<file path="src/rtl/crc32_pkg.sv">
// Package: shared widths, types and the bit-serial advance function for the
// byte CRC engine. Assumes a CRC no wider than 64 bits and a data byte
// narrower than the CRC.
package crc32_pkg;

    localparam int CRC_W  = 32;
    localparam int BYTE_W = 8;
    localparam int TBL_N  = 2 ** BYTE_W;

    typedef logic [CRC_W-1:0]  crc_t;
    typedef logic [BYTE_W-1:0] byte_t;

    typedef enum logic {
        UPD_UNROLLED = 1'b0,
        UPD_TABLE    = 1'b1
    } upd_kind_e;

    // Fold one data byte into a CRC value, MSB first, no reflection.
    function automatic crc_t crc_advance(crc_t crc, byte_t data, crc_t poly);
        crc_t c;
        c = crc ^ (crc_t'(data) << (CRC_W - BYTE_W));
        for (int i = 0; i < BYTE_W; i++) begin
            c = c[CRC_W-1] ? ((c << 1) ^ poly) : (c << 1);
        end
        return c;
    endfunction

endpackage

</file>
<file path="src/rtl/crc_upd_unrolled.sv">
// Module: combinational byte update built as BYTE_W chained shift/XOR steps.
// Assumes: pure combinational; the caller registers the result.
module crc_upd_unrolled
    import crc32_pkg::*;
#(
    parameter crc_t POLY = 32'h2004_4009
) (
    input  crc_t  crc_i,
    input  byte_t byte_i,
    output crc_t  crc_o
);

    crc_t stage [BYTE_W+1];

    // Seed the chain with the byte aligned under the CRC's top bits.
    always_comb begin
        stage[0] = crc_i ^ (crc_t'(byte_i) << (CRC_W - BYTE_W));
    end

    genvar s;
    generate
        for (s = 0; s < BYTE_W; s++) begin : g_step
            // One polynomial division step per data bit.
            always_comb begin
                stage[s+1] = stage[s][CRC_W-1] ? ((stage[s] << 1) ^ POLY)
                                               : (stage[s] << 1);
            end
        end
    endgenerate

    assign crc_o = stage[BYTE_W];

endmodule

</file>
<file path="src/rtl/crc_upd_table.sv">
// Module: combinational byte update through a lookup table whose entries are
// computed at elaboration time: next = (crc << 8) ^ T[crc_top ^ byte].
// Assumes: pure combinational; TBL_N constants become logic in synthesis.
module crc_upd_table
    import crc32_pkg::*;
#(
    parameter crc_t POLY = 32'h2004_4009
) (
    input  crc_t  crc_i,
    input  byte_t byte_i,
    output crc_t  crc_o
);

    crc_t  tbl [TBL_N];
    byte_t idx;

    genvar g;
    generate
        for (g = 0; g < TBL_N; g++) begin : g_entry
            localparam crc_t ENTRY = crc_advance('0, byte_t'(g), POLY);
            assign tbl[g] = ENTRY;
        end
    endgenerate

    // Index from the outgoing top byte combined with the new data byte.
    always_comb begin
        idx = crc_i[CRC_W-1 -: BYTE_W] ^ byte_i;
    end

    // Shift the remainder up by one byte and merge the table entry.
    always_comb begin
        crc_o = (crc_i << BYTE_W) ^ tbl[idx];
    end

endmodule

</file>
<file path="src/rtl/crc_state.sv">
// Module: running CRC register with base selection. Priority: reset, then a
// byte (folded on the load value if a load is present), then a bare load.
// Assumes: synchronous active-low reset; the next value comes from an
// external update network fed with base_o.
module crc_state
    import crc32_pkg::*;
#(
    parameter crc_t RST_VAL = 32'hFFFF_FFFF
) (
    input  logic  clk,
    input  logic  rst_n,
    input  logic  init_i,
    input  crc_t  init_val_i,
    input  logic  vld_i,
    input  byte_t byte_i,
    input  crc_t  next_i,
    output crc_t  base_o,
    output crc_t  crc_q
);

    // Base of the update: a load in this cycle takes precedence over state.
    always_comb begin
        base_o = init_i ? init_val_i : crc_q;
    end

    // State register: changes only on reset, byte or load.
    always_ff @(posedge clk) begin
        if (!rst_n) begin
            crc_q <= RST_VAL;
        end else if (vld_i) begin
            crc_q <= next_i;
        end else if (init_i) begin
            crc_q <= init_val_i;
        end
    end

    p_reset_val_r1: assert property (@(posedge clk)
        !rst_n |=> crc_q == RST_VAL)
        else $error("R1: reset value wrong");

    p_hold_r5: assert property (@(posedge clk) disable iff (!rst_n)
        (!init_i && !vld_i) |=> $stable(crc_q))
        else $error("R5: value moved without strobe");

    p_init_load_r6: assert property (@(posedge clk) disable iff (!rst_n)
        (init_i && !vld_i) |=> crc_q == $past(init_val_i))
        else $error("R6: load value not taken");

    p_zero_fixed_r2: assert property (@(posedge clk) disable iff (!rst_n)
        (vld_i && base_o == '0 && byte_i == '0) |=> crc_q == '0)
        else $error("R2: zero not preserved");

endmodule

</file>
<file path="src/rtl/crc32_byte_engine.sv">
// Module: top of the byte-serial CRC engine. Selects the update network by
// parameter and wraps the running register.
// Assumes: one byte per clock at most; no final inversion or reflection.
module crc32_byte_engine
    import crc32_pkg::*;
#(
    parameter crc_t      POLY    = 32'h2004_4009,
    parameter crc_t      RST_VAL = 32'hFFFF_FFFF,
    parameter upd_kind_e UPD     = UPD_UNROLLED
) (
    input  logic              clk,
    input  logic              rst_n,
    input  logic              init_i,
    input  logic [CRC_W-1:0]  init_val_i,
    input  logic              byte_vld_i,
    input  logic [BYTE_W-1:0] byte_i,
    output logic [CRC_W-1:0]  crc_o
);

    crc_t base;
    crc_t next;
    crc_t crc_q;

    generate
        if (UPD == UPD_TABLE) begin : g_tbl
            crc_upd_table #(.POLY(POLY)) u_upd (
                .crc_i (base),
                .byte_i(byte_i),
                .crc_o (next)
            );
        end else begin : g_unr
            crc_upd_unrolled #(.POLY(POLY)) u_upd (
                .crc_i (base),
                .byte_i(byte_i),
                .crc_o (next)
            );
        end
    endgenerate

    crc_state #(.RST_VAL(RST_VAL)) u_state (
        .clk       (clk),
        .rst_n     (rst_n),
        .init_i    (init_i),
        .init_val_i(init_val_i),
        .vld_i     (byte_vld_i),
        .byte_i    (byte_i),
        .next_i    (next),
        .base_o    (base),
        .crc_q     (crc_q)
    );

    assign crc_o = crc_q;

endmodule

</file>
<file path="config.mk">
export PLATFORM = sky130hd
export DESIGN_NAME = crc32_byte_engine
export DESIGN_NICKNAME = d
export VERILOG_FILES = /design/src/rtl/crc32_pkg.sv /design/src/rtl/crc_upd_unrolled.sv /design/src/rtl/crc_upd_table.sv /design/src/rtl/crc_state.sv /design/src/rtl/crc32_byte_engine.sv
export SDC_FILE = /design/constraint.sdc
export NUM_CORES = 1
export LEC_CHECK = 0
export BUFFER_PORTS_ARGS = -buffer_cell sky130_fd_sc_hd__buf_2
export CAP_MARGIN = 20
export CORE_UTILIZATION = 42
export CTS_BUF_LIST = sky130_fd_sc_hd__clkbuf_2
export DETAILED_ROUTE_END_ITERATION = 7
export PLACE_DENSITY = 0.71
export SYNTH_ARGS = -nofsm -noshare
export SYNTH_HDL_FRONTEND = slang
export SYNTH_HIERARCHICAL = 1
export SYNTH_SLANG_ARGS = --single-unit
</file>
<file path="constraint.sdc">
create_clock -name clk -period 2.3 [get_ports clk]
set_input_delay 0.23 -clock clk [delete_from_list [all_inputs] [get_ports clk]]
set_output_delay 0.23 -clock clk [all_outputs]
set_load 0.01 [all_outputs]
</file>
==> metrics <==
DRC=0; WHS=182 ps; DR WL/cell=15.3 um; crit path from=u_state/crc_q[28]; H-tree depth=2; CP peak stage delay=360 ps; Final Setup Violations=0; antenna cells=0; initial antenna violation count=0; status=complete, no violations; Unique masters post-synth=18; Post-CTS Resized=0; r2r endpoint=u_state/crc_q[18]; Pwr Density=730 nW/um^2; final WL=5040 um; PortBufs=75; DP Worst Slack=22.2 ps; largest net degree at the start of global routing=49; CP bufs+invs=1; WP depth=7; GRT Util Overall=19.3%; Overall Power=0.00191 W; CTS tree=built; Slew HR=31.5%; Largest register FFs=32; final-layout fill cell count=456; vias per cell=5.01; Synth Area per Inst=11.4 um^2; crit-path leading delay family=XOR/XNOR gates; CTS Sinks=32; CTS Hold Bufs=0; final worst path period need=1940 ps; total congestion overflow=0; critical path required time=2590 ps; Pins Over Slew Limit=0; row cnt=25; Die Y=74.0 um; routability cong.=0.747; area share of the largest cell type after synthesis=29.5%; Detail Route Antenna Nets=0; routed vias=1,647; Cell Chain, Critical Path=mux2_4 > xnor2_1 > buf_4 > xnor2_1 > xnor3_1 > nand3b_1 > o31a_1; flop-to-flop setup slack=360 ps; clock latency on the worst-skew pair=370 ps; Slew @ Worst Pin=1030 ps; commonest non-fill, non-tap cell in the layout=buf_2; top cells by area, synth=dfxtp_1 (29%), mux2_4 (21%), o31a_1 (13%); fmax=515 MHz; CTS buffer count=5; synthesized cell area=2170 um^2; Yosys top cell by area=dfxtp_1; Core Footprint=4850 um^2; CP max-delay cell=xnor3_1; DP Area=2580 um^2; first-pass GRT wire length=7870 um; most frequent cells in the layout=buf_2 (75), nand3b_1 (32), o31a_1 (32), dfxtp_1 (32), mux2_4 (30); Final Cycle Share=84.4%; Detailed Route Iter0 Violations=84; maximum fanout along the worst path=3; Top reg by flops=u_state/crc_q; register bit total from synthesis=32; Leak=1.16 nW; crit path DAT=2230 ps; worst setup path class=reg2reg; Reg clk slew, reported paths=180 ps; Critical Path Start Type=flop; Layout Area Growth over Synthesis=20.3%; crit path to=u_state/crc_q[18]; FF-to-FF Start=u_state/crc_q[28]; Yosys warnings=6; Mapped Cells=191; Final Cell Area=2620 um^2; number of global-route vias before repair=1,590; RSZ-0062 raised after global routing=no; post-synth net total=235; share of cells above drive strength 1=49.6%; Largest regs=u_state/crc_q (32); VDD IR-drop max=323 uV; Post-CTS Setup Bufs=0; Layout Skew=13.2 ps; crit path capture type=flop; most used cell, CP=xnor2_1; worst hold path type=in2reg; Final HPWL DP=3580 um; Die Span X=74.0 um; CTS root buf=clkbuf_2; sequential area share after synthesis=29.5%; DR pass1 iterations=4; nets@finish=305; CTS max path bufs=2; setup ws final=358 ps; num ports=76; setup TNS=0 ps; hold violation count in the final report=0; Starting Density=44.9%; cells on worst reg2reg path=7; Die ar.=5470 um^2; maxcap violations=0
## area by class of cell
type,count,area [um^2],area share [%]
Multi-Input combinational cell,130,1370,52.3
Sequential cell,32,641,24.5
Timing Repair Buffer,87,465,17.8
Tap cell,67,83.8,3.20
Clock buffer,5,25.0,0.956
Inverter,5,18.8,0.717
Clock inverter,3,13.8,0.526
## worst min-delay path: stages
cell and delay, ps:
buf_2 70, mux2_4 130, o31a_1 110
## routing by layer
layer	wire length, um	up-vias	track usage (%)
met5	0	-	0
met4	68	0	6.84
met3	275	8	5.01
met2	2260	54	30.1
met1	2440	763	25.9
li1	-	822	-
## worst min-delay path by stage
stage / cells after the start / slack, ps / start / endpoint
global placement: 3 / 580 / init_val_i[3] / u_state/crc_q[3]
floorplan: 2 / 480 / init_val_i[18] / u_state/crc_q[18]
detailed placement: 3 / 580 / init_val_i[3] / u_state/crc_q[3]
finish: 3 / 180 / init_val_i[5] / u_state/crc_q[5]
CTS: 3 / 160 / init_val_i[5] / u_state/crc_q[5]
global route: 3 / 150 / init_val_i[5] / u_state/crc_q[5]
## metrics by stage
stage / instances / utilization (%)
3_3_place_gp: 321 / 53.2
4_1_cts: 329 / 54.0
3_5_place_dp: 321 / 53.2
6_report: 329 / 54.0
5_1_grt: 329 / 54.0
2_1_floorplan: 191 / -
## logic make-up after synthesis
kind of cell,Yosys count,synth area share [%]
xor+xnor,34,17.3
compound gates,32,12.9
mux,32,21.7
flops,32,29.5
simple gates,32,11.0
buf+inv,29,7.59
## Yosys cell counts (all sizes together)
library cell,number
xnor3,2
clkbuf,11
nand3b,32
xor3,1
buf,13
dfxtp,32
o31a,32
xor2,6
xnor2,25
inv,5
mux2,32
## where the power goes
| group | internal [W] | total (W) | switching, W |
|---|---|---|---|
| Clock | 0.0000682 | 0.000270 | 0.000202 |
| Sequential | 0.000647 | 0.000694 | 0.0000470 |
| Combinational | 0.000551 | 0.000945 | 0.000393 |
| Total | 0.00127 | 0.00191 | 0.000642 |
Power figures use the tool's default switching activity.
